### src/rtl/sc_session_seq.sv
module sc_session_seq #(
  parameter int STEP_CYC = 8,
  parameter int NFLT     = 6
) (
  input  logic            clk,
  input  logic            rst_n,
  input  logic            sess_req_n,
  input  logic [2:0]      psel_n,
  input  logic [NFLT-1:0] flt,
  output logic            vcc_en,
  output logic            io_en,
  output logic            clk_en,
  output logic            card_rst,
  output logic            vpp_en,
  output logic [1:0]      vpp_lvl,
  output logic            irq_n
);
  localparam int CW = (STEP_CYC > 1) ? $clog2(STEP_CYC) : 1;

  typedef enum logic [1:0] {S_IDLE, S_ACT, S_RUN, S_DEACT} st_t;

  st_t           st;
  logic [2:0]    lvl;
  logic [CW-1:0] cnt;
  logic          flat;
  logic          wr;
  logic [1:0]    code;

  wire       any_flt = |flt;
  wire       stop    = any_flt | sess_req_n;
  wire       tick    = (cnt == CW'(STEP_CYC - 1));
  wire [2:0] want    = ~psel_n;
  wire       one     = $onehot(want);
  wire [1:0] selcode = want[0] ? 2'd1 : (want[1] ? 2'd2 : 2'd3);

  function automatic logic [2:0] step_down(input logic [2:0] l);
    if (l >= 3'd3)      return 3'd2;
    else if (l == 3'd0) return 3'd0;
    else                return l - 3'd1;
  endfunction

  always_ff @(posedge clk or negedge rst_n) begin
    if (!rst_n) begin
      st   <= S_IDLE;
      lvl  <= 3'd0;
      cnt  <= '0;
      flat <= 1'b0;
      wr   <= 1'b0;
      code <= 2'd0;
    end else begin
      if (any_flt)                        flat <= 1'b1;
      else if (st == S_IDLE && sess_req_n) flat <= 1'b0;

      case (st)
        S_IDLE: begin
          cnt <= '0;
          if (!sess_req_n && !any_flt && !flat) begin
            st  <= S_ACT;
            lvl <= 3'd1;
          end
        end
        S_ACT: begin
          if (stop) begin
            st  <= S_DEACT;
            lvl <= step_down(lvl);
            cnt <= '0;
          end else if (tick) begin
            cnt <= '0;
            lvl <= lvl + 3'd1;
            if (lvl == 3'd3) st <= S_RUN;
          end else begin
            cnt <= cnt + 1'b1;
          end
        end
        S_RUN: begin
          if (stop) begin
            st  <= S_DEACT;
            lvl <= 3'd2;
            cnt <= '0;
          end else if (!wr && one) begin
            wr   <= 1'b1;
            code <= selcode;
          end else if (wr && psel_n == 3'b111) begin
            wr <= 1'b0;
          end
        end
        S_DEACT: begin
          if (lvl == 3'd0) begin
            st <= S_IDLE;
          end else if (tick) begin
            cnt <= '0;
            lvl <= step_down(lvl);
            if (lvl == 3'd2) wr <= 1'b0;
          end else begin
            cnt <= cnt + 1'b1;
          end
        end
        default: st <= S_IDLE;
      endcase
    end
  end

  assign vcc_en   = (lvl >= 3'd1);
  assign io_en    = (lvl >= 3'd2);
  assign clk_en   = (lvl >= 3'd3);
  assign card_rst = (lvl >= 3'd4);
  assign vpp_en   = wr;
  assign vpp_lvl  = wr ? code : 2'd0;
  assign irq_n    = ~flat;

  a_r4_vpp_needs_io: assert property (@(posedge clk) disable iff (!rst_n)
    vpp_en |-> io_en && vpp_lvl != 2'd0);

  a_r6_level_held: assert property (@(posedge clk) disable iff (!rst_n)
    (vpp_en && $past(vpp_en)) |-> $stable(vpp_lvl));

  a_r9_fault_irq: assert property (@(posedge clk) disable iff (!rst_n)
    any_flt |=> !irq_n);

  a_r11_release: assert property (@(posedge clk) disable iff (!rst_n)
    $rose(irq_n) |-> !vcc_en && $past(sess_req_n));

  a_r12_no_start: assert property (@(posedge clk) disable iff (!rst_n)
    $rose(vcc_en) |-> $past(irq_n) && $past(flt) == '0);
endmodule

### config.mk
export PLATFORM = sky130hd
export DESIGN_NAME = sc_session_seq
export DESIGN_NICKNAME = d
export VERILOG_FILES = /design/src/rtl/sc_session_seq.sv
export SDC_FILE = /design/constraint.sdc
export NUM_CORES = 1
export LEC_CHECK = 0
export ABC_AREA = 1
export BUFFER_PORTS_ARGS = -buffer_cell sky130_fd_sc_hd__buf_2
export CAP_MARGIN = 20
export CORE_MARGIN = 5
export CORE_UTILIZATION = 57
export DETAILED_ROUTE_END_ITERATION = 16
export GPL_TIMING_DRIVEN = 0
export PLACE_DENSITY = 0.82
export REMOVE_ABC_BUFFERS = 1
export SETUP_SLACK_MARGIN = 0.15
export SYNTH_ARGS = -nofsm -noshare
export SYNTH_HDL_FRONTEND = slang
export SYNTH_SLANG_ARGS = --single-unit
### constraint.sdc
create_clock -name clk -period 3.1 [get_ports clk]
set_input_delay 0.62 -clock clk [delete_from_list [all_inputs] [get_ports clk]]
set_output_delay 0.62 -clock clk [all_outputs]
set_load 0.03 [all_outputs]
==> summary.md, run 1 <==
| Metric | Value |
|---|---|
| Mapped Avg Cell Area | 7.29 sq um |
| Layout cells sized above 1 | a little over a quarter |
| Routability Congestion | slightly above 0.8 |
| Drt pass-1 iters | 4 |
| Worst r2r src | lvl[0]$_DFFE_PN0P_ |
| Iteration-0 DRC count of the detailed router | 44 |
| Worst slew pin tran | approximately 0.34 ns |
| Buf+Inv Stages, Crit Path | 1 |
| Ports | 20 |
| PostCTS Resize Cnt | 0 |
| Tmin final | 2.18 ns |
| Cell area after synthesis | roughly 1100 sq um |
| Clk_lat worst skew | approximately 0.28 ns |
| Slowest cell on the critical path | dfrtp_1 |
| Initial core utilization | around three fifths |
| Worst R2R End | lvl[1]$_DFFE_PN0P_ |
| LEAKAGE | around 0.72 nW |
| Dominant cell type by area after synthesis | dfrtp_1 |
| Final hold slack | approximately 0.2 ns |
| Synth area leaders | dfrtp_1 (28%), ha_1 (14%), nand2_1 (13%), nand3_1 (9.8%), inv_1 (4.9%) |
| Sequential-to-total area share from yosys stat | around 28% |
| Total number of vias | about 1000 |
| Register bit total from synthesis | 12 |
| Cell area after layout | about 1200 sq um |
| Xor/xnor share of the synthesized area | 0% |
| Area post-placement | 1190 sq um |
| CTS tree | built |
| Largest net degree at the start of global routing | 13 |
| All-Layer GR Usage | 18.8% |
| Grt ovf | 0 |
| Port bufs | 19 |
| R2R Setup Slk | approximately 1.4 ns |
| Synth cell types | 25 |
| Startpoint Class | register |
| Critical path arrival | 1.56 ns |
| Synth Area in Adders | roughly 16% |
| PD cells | ~800 nW/um^2 |
| Clock Skew | 0.00994 ns |
| Synth Area in Compound Gates | 6.88% |
| Die ar. | between 2000 and 3000 sq um |
| Crit path max fanout | 6 |
| Antenna violations before repair | 0 |
| Top-count cell post-synth | nand2_1 |
| Synth Flop Type | dfrtp_1 |
| Total power | approximately 0.001 W |
| Clock Path Buffers | 2 |
| Area share of and/or/nand/nor cells after synthesis | 41.7% |
| P&R area growth vs syn | 14.8% |
| Post-route core utilization | between 60% and 70% |
| VDD IR-drop max | ~0.53 mV |
| Antenna viol nets, final | 0 |
| Diodes inserted | 0 |
| Hold_buf cts | 0 |
| Max Clk Rate | roughly 0.46 GHz |
| Final setup viols | 0 |
| EDFF count, synth | 0 |
| Max incr delay on CP | between 0.4 and 0.5 ns |
| Post-CTS setup buffers | 0 |
| # H-tree levels | 1 |
| Max_slew headroom | between 70% and 80% |
| Height of the die | 53.4 um |
| Drt via density | between 5 and 6 |
| Post-synthesis mux area share | 0% |
| Rows | 15 |
| Crit path kind | reg -> out |
| Nets | around 200 |
| Num CTS Buffers | 3 |
| RSZ-0062 raised after global routing | false |
| Clock transition at path regs | roughly 0.080 ns |
| Setup tns final | 0 ns |
| Crit share post-route | between 70% and 80% |
| Clk root buf | clkbuf_4 |
| Share of the synthesized area in the top cell type | between 20% and 30% |
| Vias in the first global route | 977 |
| WL/cell | between 10 and 15 um |
| Die X | 53.4 um |
| Synth cell count leaders | nand2_1 (36), nand3_1 (21), inv_1 (14) |
| Ys Warns | 0 |
| Global-route wire length before repair | about 4.0 mm |
| Number of max-cap violations | 0 |
| Worst path most repeated cell | ha_1 |
| Core ar. | about 1800 sq um |
| # DRC | 0 |
| Main combinational cell family by area after synthesis | simple AND/OR/NAND/NOR gates |
| Mapped Cells | about 150 |
| Post-DP HPWL | 1.77 mm |
| Setup crit end kind | primary output |
| Hold Path Class | in -> async |
| Ys async rst share | 100% |
| Top Family by Delay on Critical Path | flip-flops |
| Critical Path RT | between 2 and 2.5 ns |
| Fin. Hold Viols | 0 |
| Drt total wl | 2.25 mm |
| CTS Sinks | 12 |
| Crit path cell chain | ha_1 > ha_1 > nor2_1 > nand2_1 > buf_2 |
| Result of the run | finished clean |
| Final number of max-transition violations | 0 |
| R2r worst-path depth | 10 |
per-layer routing:
| layer | part of all wire [%] | up-vias | GRT usage, % |
|---|---|---|---|
| met3 | 7.1 | 2 | 4.51 |
| met1 | 45 | 480 | 23.6 |
| li1 | - | 518 | - |
| met4 | 0.62 | 0 | 4.26 |
| met2 | 47 | 34 | 32.0 |
| met5 | 0 | - | 0 |
placed cells by master, fill, tap and decap left out:
cell type	netlist	layout
nand2_1	36	36
nand3_1	21	21
buf_2	0	19
inv_1	14	14
ha_1	12	12
dfrtp_1	12	12
nor2_1	11	11
o21ai_0	6	6
o21ai_1	6	6
inv_2	4	4
nor2_2	3	3
nand2_2	3	3
nand4_1	3	3
clkbuf_4	0	3
or2_2	2	2
nand2_4	2	2
clkinv_2	2	2
nor2_8	1	1
nor3_2	1	1
nand3_2	1	1
nand3_4	1	1
nor2_4	1	1
o21ai_2	1	1
nor3_1	1	1
a21oi_1	1	1
fa_1	1	1
clkbuf_8	0	1
sequential cells by signal, summed over array words and instances, names as in the netlist:
signal  count
code        2
vpp_en      1
cnt         3
lvl         3
flat        1
st          2
metrics by stage:
step | setup WS (ns) | cells
after global routing | 0.847 | 194
after global placement | 1.17 | 190
after detailed placement | 1.17 | 190
final | 0.916 | 194
after CTS | 0.913 | 194
after floorplan | 1.26 | 146
worst register-to-register path: stages, from the launching register on:
cell     delay (ns)
dfrtp_1        0.46
ha_1           0.24
ha_1           0.21
nor2_1         0.10
nand2_1        0.09
inv_2          0.10
nand2_1        0.06
a21oi_1        0.11
nand3_1        0.09
nand3_1        0.09
nand2_1        0.05
report_power, final:
group / leakage [nW] / internal [W] / switching [W]
registers: 0.155 / 0.000197 / 0.0000516
clock network: 0.0210 / 0.0000715 / 0.0000548
logic: 0.539 / 0.000220 / 0.000395
area by class of cell:
class | instances | area, sq um
Clock buffer | 4 | 36.3
Fill cell | 169 | 533
Inverter | 20 | 77.6
Multi-Input combinational cell | 114 | 691
Sequential cell | 12 | 300
Tap cell | 25 | 31.3
Timing Repair Buffer | 19 | 95.1
cell families after synthesis:
logic type	count (synthesis)
AND/OR/NAND/NOR	87
buffers and inverters	21
flip-flops	12
adder cells (fa/ha/maj)	13
AO/OA/AOI/OAI	14
worst max path at each step:
stage / cells past startpoint / end / from
after global placement: 6 / vpp_en$_DFFE_PN0P_ / psel_n[0]
after detailed placement: 6 / vpp_en$_DFFE_PN0P_ / psel_n[0]
after floorplan: 10 / lvl[1]$_DFFE_PN0P_ / lvl[2]$_DFFE_PN0P_
final: 5 / clk_en / lvl[0]$_DFFE_PN0P_
after CTS: 5 / clk_en / lvl[0]$_DFFE_PN0P_
after global routing: 5 / clk_en / lvl[0]$_DFFE_PN0P_
(Power assumes the default switching activity.)
==> run 2, diff against run 1 <==
--- a/config.mk
+++ b/config.mk
@@ -9,10 +9,10 @@
 export BUFFER_PORTS_ARGS = -buffer_cell sky130_fd_sc_hd__buf_2
 export CAP_MARGIN = 20
 export CORE_MARGIN = 5
-export CORE_UTILIZATION = 57
+export CORE_UTILIZATION = 49
 export DETAILED_ROUTE_END_ITERATION = 16
 export GPL_TIMING_DRIVEN = 0
-export PLACE_DENSITY = 0.82
+export PLACE_DENSITY = 0.75
 export REMOVE_ABC_BUFFERS = 1
 export SETUP_SLACK_MARGIN = 0.15
 export SYNTH_ARGS = -nofsm -noshare
==> constraint.sdc (replaced) <==
create_clock -name clk -period 1.8 [get_ports clk]
set_input_delay 0.36 -clock clk [delete_from_list [all_inputs] [get_ports clk]]
set_output_delay 0.36 -clock clk [all_outputs]
set_load 0.03 [all_outputs]
==> run 2 against run 1 <==
- non-clock buffer count increased by 8
- clock power increased by 76%
- clock skew decreased by 0.0066 ns
- combinational power increased by 120%
- die area increased by 13%
- worst setup slack got worse by 0.90 ns
- utilization decreased by 5.6 points
- via count increased by 4.0%
- critical path type unchanged
==> summary.md, run 2 (synthesis gave the netlist of run 1 again) <==
| Metric | Value |
|---|---|
| Height of the die | about 57 um |
| Total number of vias | approximately 1100 |
| Clock transition at path regs | approximately 0.080 ns |
| Worst r2r src | lvl[1]$_DFFE_PN0P_ |
| Global-route wire length before repair | about 4.3 mm |
| Hold path start | psel_n[0] |
| Final number of max-transition violations | 0 |
| Worst R2R End | lvl[2]$_DFFE_PN0P_ |
| Ports | 20 |
| # H-tree levels | 1 |
| M3 GR Usage | ~3.2% |
| Rows | 17 |
| Crit path kind | reg -> out |
| Most frequent cells in the layout | nand2_1 (36), nand3_1 (19), buf_2 (17), inv_1 (11), nor2_1 (9) |
| Sw power | 0.000972 W |
| WL/cell | ~12 um |
| Post-DP HPWL | 1.89 mm |
| Startpoint Class | register |
| Setup crit end kind | primary output |
| Iteration-0 DRC count of the detailed router | between 40 and 50 |
| Hold Path Class | in -> reg |
| R2R Setup Slk | ~0.1 ns |
| Drt pass-1 iters | 4 |
| Drt via density | about 5.2 |
| Number of max-cap violations | 0 |
| Antenna viol nets, final | 0 |
| Die ar. | roughly 3200 sq um |
| Critical path arrival | between 1 and 1.5 ns |
| Routability Congestion | between 0.8 and 0.9 |
| Post-route core utilization | 64.2% |
| Fill cells | roughly 200 |
| Seq pwr share | a little over a fifth |
| Worst slew pin tran | between 0.3 and 0.4 ns |
| Most common library cell in the layout ignoring fill and taps | nand2_1 |
| Global route hottest layer | met2 |
| Hold path cells | 3 |
| Die X | 56.8 um |
| Grt ovf | 0 |
| Multi-input logic area | about 750 sq um |
| CTS tree | built |
| VDD IR-drop max | just under 0.9 mV |
| Drt total wl | ~2.6 mm |
| GR Layer Usage met2 | between 20% and 30% |
| R2r worst-path depth | 12 |
| Layout cells sized above 1 | a little under 40% |
| Largest net degree at the start of global routing | 13 |
| Final setup viols | 0 |
| # DRC | 0 |
| Setup tns final | 0 ns |
| Result of the run | finished clean |
| Nets | roughly 200 |
| Critical Path RT | between 1 and 1.5 ns |
| Diodes inserted | 0 |
| Max_slew headroom | a little under 80% |
| RSZ-0062 raised after global routing | true |
| Clock power frac | 11.2% |
| Crit share post-route | roughly 99% |
| Seq. cell area | about 310 sq um |
| Switching portion of total power | between 40% and 50% |
| Max Clk Rate | between 0.5 and 0.6 GHz |
| Port bufs | 19 |
| Initial core utilization | 49.9% |
| PD cells | 1440 nW/um^2 |
| Num CTS Buffers | 3 |
| Total power | between 0.0015 and 0.002 W |
| Int Pwr | between 0.001 and 0.0015 W |
| Tmin final | 1.78 ns |
| Combinational cell fraction of total power | roughly two thirds |
| Hold Path End | code[1]$_DFFE_PN0P_ |
| Top flop regs | cnt x3, lvl x3 |
| Clk_lat worst skew | between 0.2 and 0.3 ns |
| All-Layer GR Usage | between 10% and 20% |
| GR Layer Usage met1 | 18.5% |
| Clock Path Buffers | 2 |
| Vias in the first global route | ~1100 |
| Crit path max fanout | 4 |
| CTS Sinks | 12 |
| Antenna violations before repair | 0 |
| Clock Skew | around 0.0034 ns |
| Core ar. | 2150 sq um |
| Clk root buf | clkbuf_4 |
| LEAKAGE | about 0.75 nW |
| P&R area growth vs syn | 28.6% |
| Fin. Hold Viols | 0 |
==> run 2: power groups by stage <==
stage               sequential [W]  clock [W]  combinational, W
floorplan                 0.000413          0          0.000838
global placement          0.000421          0           0.00103
detailed placement        0.000425          0           0.00106
CTS                       0.000419   0.000220           0.00123
global route              0.000434   0.000236           0.00150
finish                    0.000427   0.000222           0.00134
==> run 2: how the worst max path moves through the flow <==
stage,startpoint,endpoint,slack (ns),cells after the start
2_1_floorplan,lvl[2]$_DFFE_PN0P_,lvl[1]$_DFFE_PN0P_,-0.04,10
3_3_place_gp,psel_n[0],vpp_en$_DFFE_PN0P_,0.12,6
3_5_place_dp,lvl[0]$_DFFE_PN0P_,lvl[1]$_DFFE_PN0P_,0.12,10
4_1_cts,lvl[1]$_DFFE_PN0P_,clk_en,0.07,5
5_1_grt,lvl[1]$_DFFE_PN0P_,clk_en,0.002,5
6_report,lvl[1]$_DFFE_PN0P_,clk_en,0.02,5
==> run 2: critical path, cell delays in order, from the launching register on <==
cell     delay, ns
dfrtp_2       0.44
ha_4          0.18
ha_4          0.15
nor2_1        0.11
nand2_1       0.10
buf_6         0.15
==> run 2: metrics by stage <==
| stage | cells | hold slack [ns] | setup WS [ns] | instance area [sq um] |
|---|---|---|---|---|
| after global placement | 193 | 0.253 | 0.116 | 1200 |
| after CTS | 202 | 0.391 | 0.0679 | 1330 |
| after detailed placement | 193 | 0.255 | 0.117 | 1200 |
| after global routing | 205 | 0.393 | 0.00166 | 1380 |
| after floorplan | 146 | 0.0644 | -0.0364 | 1070 |
| final | 205 | 0.380 | 0.0210 | 1380 |
==> run 2: area by class of cell <==
class                           count  share of cell area, %
Multi-Input combinational cell    114                   54.5
Sequential cell                    12                   22.1
Timing Repair Buffer               27                   12.3
Inverter                           20                   5.81
Clock buffer                        4                   2.63
Tap cell                           28                   2.54
==> run 2: what timing repair did <==
item,4_1_cts,5_1_grt
endpoints found under the hold margin,12,0
hold buffers,1,0
buffers inserted,4,3
endpoints found under the setup margin,5,10
resized for setup,16,11
pin swaps,3,5
==> run 2: layer usage <==
layer	vias up	routed length (um)
met5	-	0
met4	0	74
met3	9	171
met2	38	1280
met1	495	1040
li1	533	-
==> run 3, diff against run 2 <==
--- a/config.mk
+++ b/config.mk
@@ -5,14 +5,13 @@
 export SDC_FILE = /design/constraint.sdc
 export NUM_CORES = 1
 export LEC_CHECK = 0
-export ABC_AREA = 1
 export BUFFER_PORTS_ARGS = -buffer_cell sky130_fd_sc_hd__buf_2
 export CAP_MARGIN = 20
 export CORE_MARGIN = 5
-export CORE_UTILIZATION = 49
+export CORE_UTILIZATION = 48
 export DETAILED_ROUTE_END_ITERATION = 16
 export GPL_TIMING_DRIVEN = 0
-export PLACE_DENSITY = 0.75
+export PLACE_DENSITY = 0.74
 export REMOVE_ABC_BUFFERS = 1
 export SETUP_SLACK_MARGIN = 0.15
 export SYNTH_ARGS = -nofsm -noshare
==> run 3 against run 2 <==
- the run now ends with setup timing left
- critical path depth shrank 1
- utilization increased by 10 points
- routed wire length grew 12%
- worst setup slack got worse by 0.13 ns
- cell count down 19%
- total power increased by 24%
- final area increased by 6.7%
==> summary.md, run 3 <==
| Metric | Value |
|---|---|
| Result of the run | finished with violations |
| Violated checks | setup timing |
| # DRC | 0 |
| Seq pwr share | between 15 and 20% |
| Critical path arrival | 1.55 ns |
| Synth Area in Compound Gates | between 15 and 20% |
| Grt ovf | 0 |
| Ports | 20 |
| Tmin final | roughly 1.9 ns |
| Clk_lat worst skew | approximately 0.28 ns |
| Post-synthesis mux area share | between 6 and 7% |
| Xor/xnor share of the synthesized area | 0% |
| Crit path kind | reg -> out |
| Crit path max fanout | 3 |
| WL/cell | approximately 17 um |
| Clock transition at path regs | 0.08 ns |
| Cell area after synthesis | slightly above 1000 sq um |
| Int Pwr | ~0.0014 W |
| Clk root buf | clkbuf_4 |
| Area share of and/or/nand/nor cells after synthesis | between 20% and 30% |
| Post-route core utilization | around 74% |
| Critical Path RT | roughly 1.4 ns |
| Largest net degree at the start of global routing | 13 |
| Synth Flop Type | dfrtp_1 |
| Final setup viols | 4 |
| Clock Skew | around 0.002 ns |
| Most frequent cells in the layout | buf_2 (15), dfrtp_1 (11), buf_6 (10), buf_4 (9), inv_1 (6) |
| Crit share post-route | 106% |
| LEAKAGE | 0.652 nW |
| Top flop regs | cnt x3, lvl x3 |
| Final hold slack | 0.301 ns |
| Antenna violations before repair | 0 |
| Worst slew pin tran | 0.560 ns |
| P&R area growth vs syn | 45.2% |
| Die ar. | 3130 sq um |
| Num CTS Buffers | 3 |
| Sw power | around 0.0011 W |
| Number of max-cap violations | 0 |
| Synth Area in Adders | 16.8% |
| # H-tree levels | 1 |
| RSZ-0062 raised after global routing | true |
| Final number of max-transition violations | 0 |
| Sequential-to-total area share from yosys stat | between 20% and 30% |
| Fin. Hold Viols | 0 |
| Drt via density | ~6.1 |
| Layout cells sized above 1 | 48.6% |
| Combinational cell fraction of total power | 73.6% |
| Fill cells | 135 |
| Global-route wire length before repair | 4.12 mm |
| Routability Congestion | ~0.94 |
| Antenna viol nets, final | 0 |
| Total number of vias | ~1000 |
| Ys async rst share | 100% |
| Share of the synthesized area in the top cell type | 29.6% |
| Rows | 16 |
| Setup tns final | -0.248 ns |
| Core ar. | a little under 2000 sq um |
| Hold Path Class | in -> reg |
| Startpoint Class | register |
| Synth cell types | 40 |
| Vias in the first global route | about 940 |
| VDD IR-drop max | roughly 1.1 mV |
| Total power | around 0.0025 W |
| Diodes inserted | 0 |
| Mapped Avg Cell Area | a little under 10 sq um |
| Most common library cell in the layout ignoring fill and taps | buf_2 |
| Main combinational cell family by area after synthesis | simple AND/OR/NAND/NOR gates |
| EDFF count, synth | 0 |
| Final worst setup slack | -0.108 ns |
| Drt pass-1 iters | 5 |
| Mapped Cells | approximately 110 |
| Ys Warns | 0 |
| Die X | approximately 56 um |
| Height of the die | 56.0 um |
| CTS Sinks | 12 |
| CTS tree | built |
| Synth area leaders | dfrtp_1 (30%), ha_1 (15%), mux2_1 (4.4%), inv_1 (3.7%), a22o_1 (3.5%) |
| Dominant cell type by area after synthesis | dfrtp_1 |
| Port bufs | 19 |
| Iteration-0 DRC count of the detailed router | 22 |
| Pre-CTS setup slack | -0.371 ns |
| Post-DP HPWL | 1.69 mm |
| All-Layer GR Usage | about 16% |
| PD cells | 1680 nW/um^2 |
| Synth cell count leaders | dfrtp_1 (12), ha_1 (12), inv_1 (10) |
| Switching portion of total power | roughly 44% |
| Initial core utilization | 51.1% |
| Max Clk Rate | 0.524 GHz |
| Clock power frac | 8.8% |
| Nets | between 150 and 200 |
| Setup crit end kind | primary output |
| Drt total wl | ~2.9 mm |
| Clock Path Buffers | 2 |
| Register bit total from synthesis | 12 |
| Max_slew headroom | a little over three fifths |
## run 3: routing by layer
metal / share of wire (%) / wire length [um] / track usage, %
met5: 0 / 0 / 0
met4: 1.4 / 39 / 5.08
met1: 37 / 1070 / 18.7
met2: 55 / 1570 / 28.5
met3: 6.6 / 188 / 5.10
## run 3: worst paths after layout
path / startpoint / endpoint / slack (ns) / cells past startpoint
max: lvl[0]$_DFFE_PN0P_ / vcc_en / -0.11 / 4
min: flt[4] / flat$_DFFE_PN0P_ / 0.30 / 2
max reg2reg: lvl[0]$_DFFE_PN0P_ / lvl[1]$_DFFE_PN0P_ / -0.06 / 8
min reg2reg: code[0]$_DFFE_PN0P_ / code[0]$_DFFE_PN0P_ / 0.50 / 1
max in group asynchronous: rst_n / lvl[2]$_DFFE_PN0P_ / 1.05 / 2
min in group asynchronous: rst_n / lvl[0]$_DFFE_PN0P_ / 0.51 / 2
## run 3: metrics by stage
step                area [sq um]  cells
floorplan                    991    101
global placement            1120    147
detailed placement          1120    147
CTS                         1340    160
global route                1470    167
finish                      1470    167
## run 3: power groups by stage
| stage | combinational, W | sequential (W) | clock [W] |
|---|---|---|---|
| after floorplan | 0.000810 | 0.000435 | 0 |
| after global placement | 0.00104 | 0.000437 | 0 |
| after detailed placement | 0.00105 | 0.000440 | 0 |
| after CTS | 0.00144 | 0.000425 | 0.000221 |
| after global routing | 0.00196 | 0.000444 | 0.000239 |
| final | 0.00182 | 0.000434 | 0.000219 |
## run 3: logic make-up (layout without fill, tap and decap cells)
kind of cell	Yosys count	in the layout
buffers and inverters	14	49
AOI/OAI and AO/OA	25	25
adders and majority gates	13	13
and+or+nand+nor	35	35
muxes	6	6
DFF	12	12
## run 3: cell type report
type / instances / area, sq um / share of cell area [%]
Sequential cell: 12 / 302 / 20.5
Inverter: 10 / 48.8 / 3.32
Tap cell: 27 / 33.8 / 2.30
Clock buffer: 4 / 36.3 / 2.47
Multi-Input combinational cell: 79 / 786 / 53.4
Timing Repair Buffer: 35 / 265 / 18.0
## run 3: worst max-delay path, cell delays in order, from the launching register on
cell and delay, ns:
dfrtp_1 0.43, buf_6 0.16, ha_4 0.14, or3_1 0.38, buf_6 0.16
## run 3: what timing repair did
| item | 4_1_cts | 5_1_grt |
|---|---|---|
| setup buffers | 8 | 7 |
| pin swaps | 3 | 8 |
| gates resized for setup | 30 | 23 |
| hold buffers | 1 | 0 |
| endpoints found under the hold margin | 12 | 0 |
| endpoints found under the setup margin | 12 | 15 |
